## config.mk

```make
export PLATFORM = sky130hd
export DESIGN_NAME = desc_ring_producer
export DESIGN_NICKNAME = d
export VERILOG_FILES = /design/src/rtl/desc_ring_producer.sv
export SDC_FILE = /design/constraint.sdc
export NUM_CORES = 2
export LEC_CHECK = 0
export BUFFER_PORTS_ARGS = -buffer_cell sky130_fd_sc_hd__buf_2
export CAP_MARGIN = 20
export CORE_MARGIN = 2
export CORE_UTILIZATION = 55
export CTS_CLUSTER_SIZE = 8
export DETAILED_ROUTE_END_ITERATION = 7
export HOLD_SLACK_MARGIN = 0.06
export PLACE_DENSITY = 0.85
export SLEW_MARGIN = 20
export SYNTH_ARGS = -nofsm -noshare
export SYNTH_HDL_FRONTEND = slang
export SYNTH_SLANG_ARGS = --single-unit
```

## constraint.sdc

```tcl
create_clock -name clk -period 2.8 [get_ports clk]
set_input_delay 0.14 -clock clk [delete_from_list [all_inputs] [get_ports clk]]
set_output_delay 0.14 -clock clk [all_outputs]
set_load 0.05 [all_outputs]
```

## src/rtl/desc_ring_producer.sv

```systemverilog
module desc_ring_producer #(
  parameter int         DEPTH       = 8,
  parameter int         WORD_W      = 32,
  parameter int         ENTRY_WORDS = 8,
  parameter int         LAP_W       = 4,
  parameter int         ID_W        = 8,
  parameter logic [7:0] RING_ID     = 8'hA5
) (
  input  logic                           clk,
  input  logic                           rst_n,
  input  logic                           in_valid,
  output logic                           in_ready,
  input  logic [WORD_W*(ENTRY_WORDS-1)-1:0] in_desc,
  output logic                           out_valid,
  input  logic                           out_ready,
  output logic [WORD_W*ENTRY_WORDS-1:0]  out_entry,
  output logic [$clog2(DEPTH):0]         fill_level,
  output logic [LAP_W-1:0]               prod_lap
);
  localparam int ENTRY_W = WORD_W * ENTRY_WORDS;
  localparam int PAY_W   = WORD_W * (ENTRY_WORDS - 1);
  localparam int IDX_W   = $clog2(DEPTH);
  localparam int LAP_LSB = ENTRY_W - LAP_W;
  localparam int RSV_W   = WORD_W - LAP_W - ID_W;
  localparam logic [IDX_W-1:0] LAST_IDX = IDX_W'(DEPTH - 1);

  logic [ENTRY_W-1:0] ring_q [DEPTH];
  logic [IDX_W-1:0]   wr_idx_q, rd_idx_q;
  logic               wr_par_q, rd_par_q;
  logic [LAP_W-1:0]   lap_q, lap_next;
  logic [WORD_W-1:0]  stamp_word;
  logic [ENTRY_W-1:0] head;
  logic               push, pop, full;

  // ring is full when the producer is one pass ahead at the same index
  assign full       = (wr_idx_q == rd_idx_q) && (wr_par_q != rd_par_q);
  assign in_ready   = !full;
  assign push       = in_valid && in_ready;
  assign pop        = out_valid && out_ready;

  // a pass begins when index 0 is written
  assign lap_next   = (wr_idx_q == '0) ? lap_q + 1'b1 : lap_q;
  assign stamp_word = {lap_next, ID_W'(RING_ID), {RSV_W{1'b0}}};

  assign head       = ring_q[rd_idx_q];
  assign out_entry  = head;
  assign out_valid  = head[LAP_LSB] == ~rd_par_q;
  assign fill_level = {wr_par_q, wr_idx_q} - {rd_par_q, rd_idx_q};
  assign prod_lap   = lap_q;

  always_ff @(posedge clk or negedge rst_n) begin
    if (!rst_n) begin
      for (int i = 0; i < DEPTH; i++) ring_q[i] <= '0;
      wr_idx_q <= '0;
      wr_par_q <= 1'b0;
      lap_q    <= '0;
    end else if (push) begin
      ring_q[wr_idx_q] <= {stamp_word, in_desc[PAY_W-1:0]};
      lap_q            <= lap_next;
      wr_idx_q         <= wr_idx_q + 1'b1;
      if (wr_idx_q == LAST_IDX) wr_par_q <= ~wr_par_q;
    end
  end

  always_ff @(posedge clk or negedge rst_n) begin
    if (!rst_n) begin
      rd_idx_q <= '0;
      rd_par_q <= 1'b0;
    end else if (pop) begin
      rd_idx_q <= rd_idx_q + 1'b1;
      if (rd_idx_q == LAST_IDX) rd_par_q <= ~rd_par_q;
    end
  end
endmodule

```

=== After elaboration in Yosys (flattened, before gate mapping) ===
Cells that the tools add are included.

* Add/sub/neg operators: 4
* Equality and inequality tests: 5
* Muxes and demuxes: 7
* Bitwise gates (word level): 4
* Reduce and logical (&&, ||, !) cells: 8
* Order comparisons: 3

{| class="wikitable"
|+ Operators with widths
! operator !! count
|-
| bitwise mux 2048 bit || 1
|-
| binary-select mux 256 bit (select 3 bit) || 1
|-
| demux 256 bit (select 3 bit) || 1
|-
| two-way mux 256 bit || 3
|-
| greater-or-equal comparator 4 bit, second input constant || 2
|-
| inverter 3 -> 4 bit || 2
|-
| adder 3 x 1 -> 3 bit, second input constant || 2
|-
| equality test 3 bit, second input constant || 2
|-
| adder 4 x 1 -> 4 bit, second input constant || 1
|-
| logical AND 1 bit || 4
|-
| less-than comparator 4 x 1 -> 1 bit, second input constant || 1
|-
| two-way mux 4 bit || 1
|-
| AND reduction 2 bit || 2
|-
| subtractor 4 bit || 1
|-
| equality test 3 bit || 1
|-
| zero test 3 bit || 1
|-
| inverter 1 bit || 2
|-
| equality test 1 bit || 1
|-
| zero test 1 bit || 1
|-
| != test 1 bit || 1
|}

* Register bits after elaboration: 2060
* Input bits: 228

=== Longest topological paths before layout ===
* Word-level depth: 7
* Gate-level depth with buffers: 11

=== Worst setup path after synthesis ===
No wires, ideal clock.

* Path kind: register to register
* Start: register rd_idx_q[2]
* End: register ring_q[327] (netlist name)
* Setup slack: 0.018 ns
* Setup time: 0.125 ns
* Clock period less this slack: 2.782 ns
* Arrival: 2.657 ns
* Required time: 2.675 ns
* Buffers on the path: 4
* Cell stages (with the launch flop): 10
* Cells stage by stage: dfrtp_1 > clkbuf_1 > inv_1 > clkbuf_1 > ha_1 > and3_1 > a2111oi_4 > buf_2 > buf_2 > mux2_2

* Word-level cells in the longest chain between the ends: 4

{| class="wikitable"
|+ RTL lines
! element !! line !! text
|-
| start, declared || 28 || <nowiki>logic [IDX_W-1:0] wr_idx_q, rd_idx_q;</nowiki>
|-
| start signal, assigned || 70 || <nowiki>rd_idx_q <= rd_idx_q + 1'b1;</nowiki>
|-
| equality test 3 bit || 36 || <nowiki>assign full = (wr_idx_q == rd_idx_q) && (wr_par_q != rd_par_q);</nowiki>
|-
| logical AND 1 bit || 36 ||
|-
| zero test 1 bit || 37 || <nowiki>assign in_ready = !full;</nowiki>
|-
| logical AND 1 bit || 38 || <nowiki>assign push = in_valid && in_ready;</nowiki>
|-
| end signal, assigned by index || 58 || <nowiki>ring_q[wr_idx_q] <= {stamp_word, in_desc[PAY_W-1:0]};</nowiki>
|-
| end, declared || 27 || <nowiki>logic [ENTRY_W-1:0] ring_q [DEPTH];</nowiki>
|}

Every way passes these cells.
A chain may end at the register's enable or synchronous reset.

=== Worst setup path in the final report ===
* Start: register rd_idx_q[0]
* End: output port out_entry[154]

* Word-level cells in the longest chain between the ends: 4

{| class="wikitable"
|+ RTL lines
! element !! line !! text
|-
| inverter 3 -> 4 bit (not written as such) || 45 || <nowiki>assign head = ring_q[rd_idx_q];</nowiki>
|-
| binary-select mux 256 bit (select 3 bit) || 45 ||
|-
| two-way mux 256 bit (not written as such) (2 in a row) || 45 ||
|-
| end, declared || 16 || <nowiki>output logic [WORD_W*ENTRY_WORDS-1:0] out_entry,</nowiki>
|}

Every way passes these cells. The select of a mux whose other input is x is not followed.

==> summary.txt <==
STA
  • Tcrit/Tclk final: 112%
  • Final setup viols: 306
  • Final hold viol count: 0
  • Max-slew violations: 0
  • Max_slew headroom: 29.9%
  • RSZ-0062 raised after global routing: true
  • Final WS setup: -332 ps
  • Highest Clock Rate: 319 MHz
  • Final worst path period need: ~3100 ps
  • Pin slew with the least headroom to its limit: 1050 ps
  • Setup Skew: 52.6 ps
  • Final setup TNS: -45,780 ps

Worst setup path
  • Worst R2R End: ring_q[367]$_DFFE_PN0P_
  • Critical Path Sink Type: output port
  • Worst setup path startpoint: rd_idx_q[0]$_DFFE_PN0P_
  • CP Depth: 8
  • WS Path Type: register to output port
  • Largest delay contributor family on the critical path: buffers and inverters
  • FF-to-FF setup slack: -80 ps
  • Slowest stage delay, CP: 590 ps
  • Startpoint Class: register
  • Critical R2R Launch: rd_idx_q[1]$_DFFE_PN0P_
  • Crit path arrival time: 2990 ps
  • Critical path, cell by cell: buf_12, buf_16, buf_12, clkbuf_16, mux4_2, nand2_2, nand2_2, buf_6
  • Req. time, crit path: 2660 ps
  • CP Max Fanout: 5
  • CP bufs+invs: 5
  • Cells on worst reg2reg path: 7
  • Setup crit end: out_entry[154]
  • CP max stage cell: mux4_2

Cells and area
  • Register area: 46,200 µm²
  • Layout cells sized above 1: 54.1%
  • Nets: 6,446
  • Area growth, synth to finish: 23.4%
  • Final instance area: 101,000 µm²
  • Fill cells: 8,787
  • Area of the multi-input gates: 34,800 µm²

Global routing
  • Vias in the first global route: 57,100
  • Pin count of the biggest net entering global routing: about 130
  • Initial antenna violation count: 30
  • Gr usage total: 29.2%
  • Grt total ovfl: 0
  • First-pass GRT wire length: 341,000 µm

Clocking
  • Max Root-Sink Buffers: 4
  • Root buffer cell: clkbuf_16
  • # H-tree levels: 5
  • Number of buffers created by CTS: 280
  • CTS tree: built
  • Clock sink count: 1,844
  • Worst-Skew Late Latency: about 910 ps
  • Worst-path clk slew: roughly 50 ps

Detailed routing
  • Vias per cell: ~6.4
  • Initial drt markers: slightly above 4,000
  • Total wire length: 229,000 µm
  • WL per Instance: 28.0 µm
  • DRC violations left: 0
  • Antenna Nets Post-Route: 0
  • Routed via count: 52,200
  • DRT Pass-1 Iters: 5

Place
  • Global placement routability congestion: slightly below 0.8
  • Placement Cell Area: 87,700 µm²
  • Dpl hpwl: about 120,000 µm
  • Port Buffers: approximately 470

Min path
  • Hold WC Path Type: input pin to register

Status
  • Failing checks: negative setup slack
  • Status: finished with violations

Logic synthesis
  • Avg Cell Area, Syn: ~15 µm²
  • Synthesized instance count: about 5,300
  • Synth Flop Type: dfrtp_1
  • Part of the Yosys area used for sequential elements: 56.2%
  • Netlist cell types: 34
  • Total number of yosys warnings: 0
  • Synth async-reset ratio: 100%
  • Synthesized area: 82,100 µm²
  • Number of synthesized register bits: 1,844
  • EDFF count, synth: 0

Floorplanning
  • Site Rows: 141
  • Die Area: roughly 150,000 µm²
  • Die Width: around 400 µm
  • Die Y: 390 µm
  • Starting Density: roughly 55%
  • Io pins: about 490
  • Core area: between 100,000 and 150,000 µm²

Run
  • # Max-Cap Violations: 0
==> registers in the layout, indices dropped and copies added (netlist names) <==
register  count
ring_q     1832
prod_lap      4
rd_idx_q      3
wr_idx_q      3
rd_par_q      1
wr_par_q      1
==> logic make-up (layout without fill, tap and decap cells) <==
kind of cell / after synthesis / after routing / share of synthesized area (%)
adders and majority gates: 10 / 10 / 0.162
buffers and inverters: 393 / 1292 / 2.37
AOI/OAI and AO/OA: 47 / 47 / 0.399
DFF: 1844 / 1844 / 56.2
muxes: 2257 / 2257 / 37.2
and+or+nand+nor: 741 / 741 / 3.44
other: 1 / 46 / 0.00457
xor gates and xnor gates: 13 / 13 / 0.162
==> worst min-delay path by stage <==
stage	endpoint	depth (start not counted)	startpoint
global placement	ring_q[1868]$_DFFE_PN0P_	1	rst_n
detailed placement	ring_q[1868]$_DFFE_PN0P_	1	rst_n
CTS	ring_q[321]$_DFFE_PN0P_	3	in_desc[65]
global route	ring_q[812]$_DFFE_PN0P_	3	in_desc[44]
finish	ring_q[300]$_DFFE_PN0P_	3	in_desc[44]
floorplan	prod_lap[0]$_DFFE_PN0P_	0	rst_n
==> worst reg2reg max path, cell delays in order (launching register included) <==
cell and delay [ps]:
dfrtp_4 540, inv_1 160, ha_1 280, and3_1 250, a2111oi_4 510, buf_12 320, buf_12 290, mux2_2 380
==> timing repair <==
| action | in CTS | in global routing |
|---|---|---|
| hold buffers | 232 | 0 |
| hold endpoints to repair | 3496 | 0 |
| setup buffers | 14 | 30 |
| endpoints found under the setup margin | 235 | 315 |
| gates resized for setup | 394 | 247 |
| gates cloned | 34 | 24 |
| pin swaps | 13 | 21 |
==> cell usage after synthesis (8+ instances only) <==
cell type  count  area [µm²]
mux2_1       141        1590
clkbuf_1      85         319
buf_4         49         368
mux2_2      1655       18600
dfrtp_1     1844       46100
o21ai_0       30         150
mux4_2       458       10300
buf_1         22        82.6
ha_1           9         113
nand2b_1       8        50.1
buf_2        228        1140
nand2_1      718        2700
==> metrics by stage <==
stage          std cells  hold WS, ps  utilization [%]  setup slack (ps)
6_report            8180          112             68.5              -332
3_5_place_dp        7525          178             59.3              74.2
5_1_grt             8172          109             68.4              -379
4_1_cts             8107         63.8             67.4              -331
2_1_floorplan       5329         -156                -              18.3
3_3_place_gp        7525          166             59.3               121
==> cell usage in the layout, fill, tap and decap left out, types with 119 or more instances in the layout <==
master / netlist / layout
clkbuf_16: 0 / 306
dfrtp_1: 1844 / 1841
mux2_1: 141 / 141
nand2_1: 718 / 527
dlygate4sd3_1: 0 / 231
buf_2: 228 / 321
nand2_2: 0 / 168
mux2_2: 1655 / 1655
mux4_2: 458 / 458
buf_6: 0 / 119
==> metal layers <==
layer | part of all wire (%) | GRT usage, % | up-vias
li1 | - | - | 21000
met1 | 38 | 36.6 | 28000
met2 | 51 | 48.7 | 2483
met3 | 7.4 | 6.46 | 629
met4 | 4.3 | 13.2 | 16
met5 | 0.044 | 0 | -
==> cell type report <==
type / instances / share of cell area (%)
Antenna cell: 22 / 0.0543
Clock buffer: 291 / 7.07
Clock inverter: 11 / 0.110
Inverter: 9 / 0.0408
Multi-Input combinational cell: 3092 / 34.3
Sequential cell: 1844 / 45.6
Tap cell: 1930 / 2.38
Timing Repair Buffer: 981 / 10.5
Power is left out: the tool's default activity adds up to more than one toggle a clock period on the data nets, which glitch-free logic cannot reach.
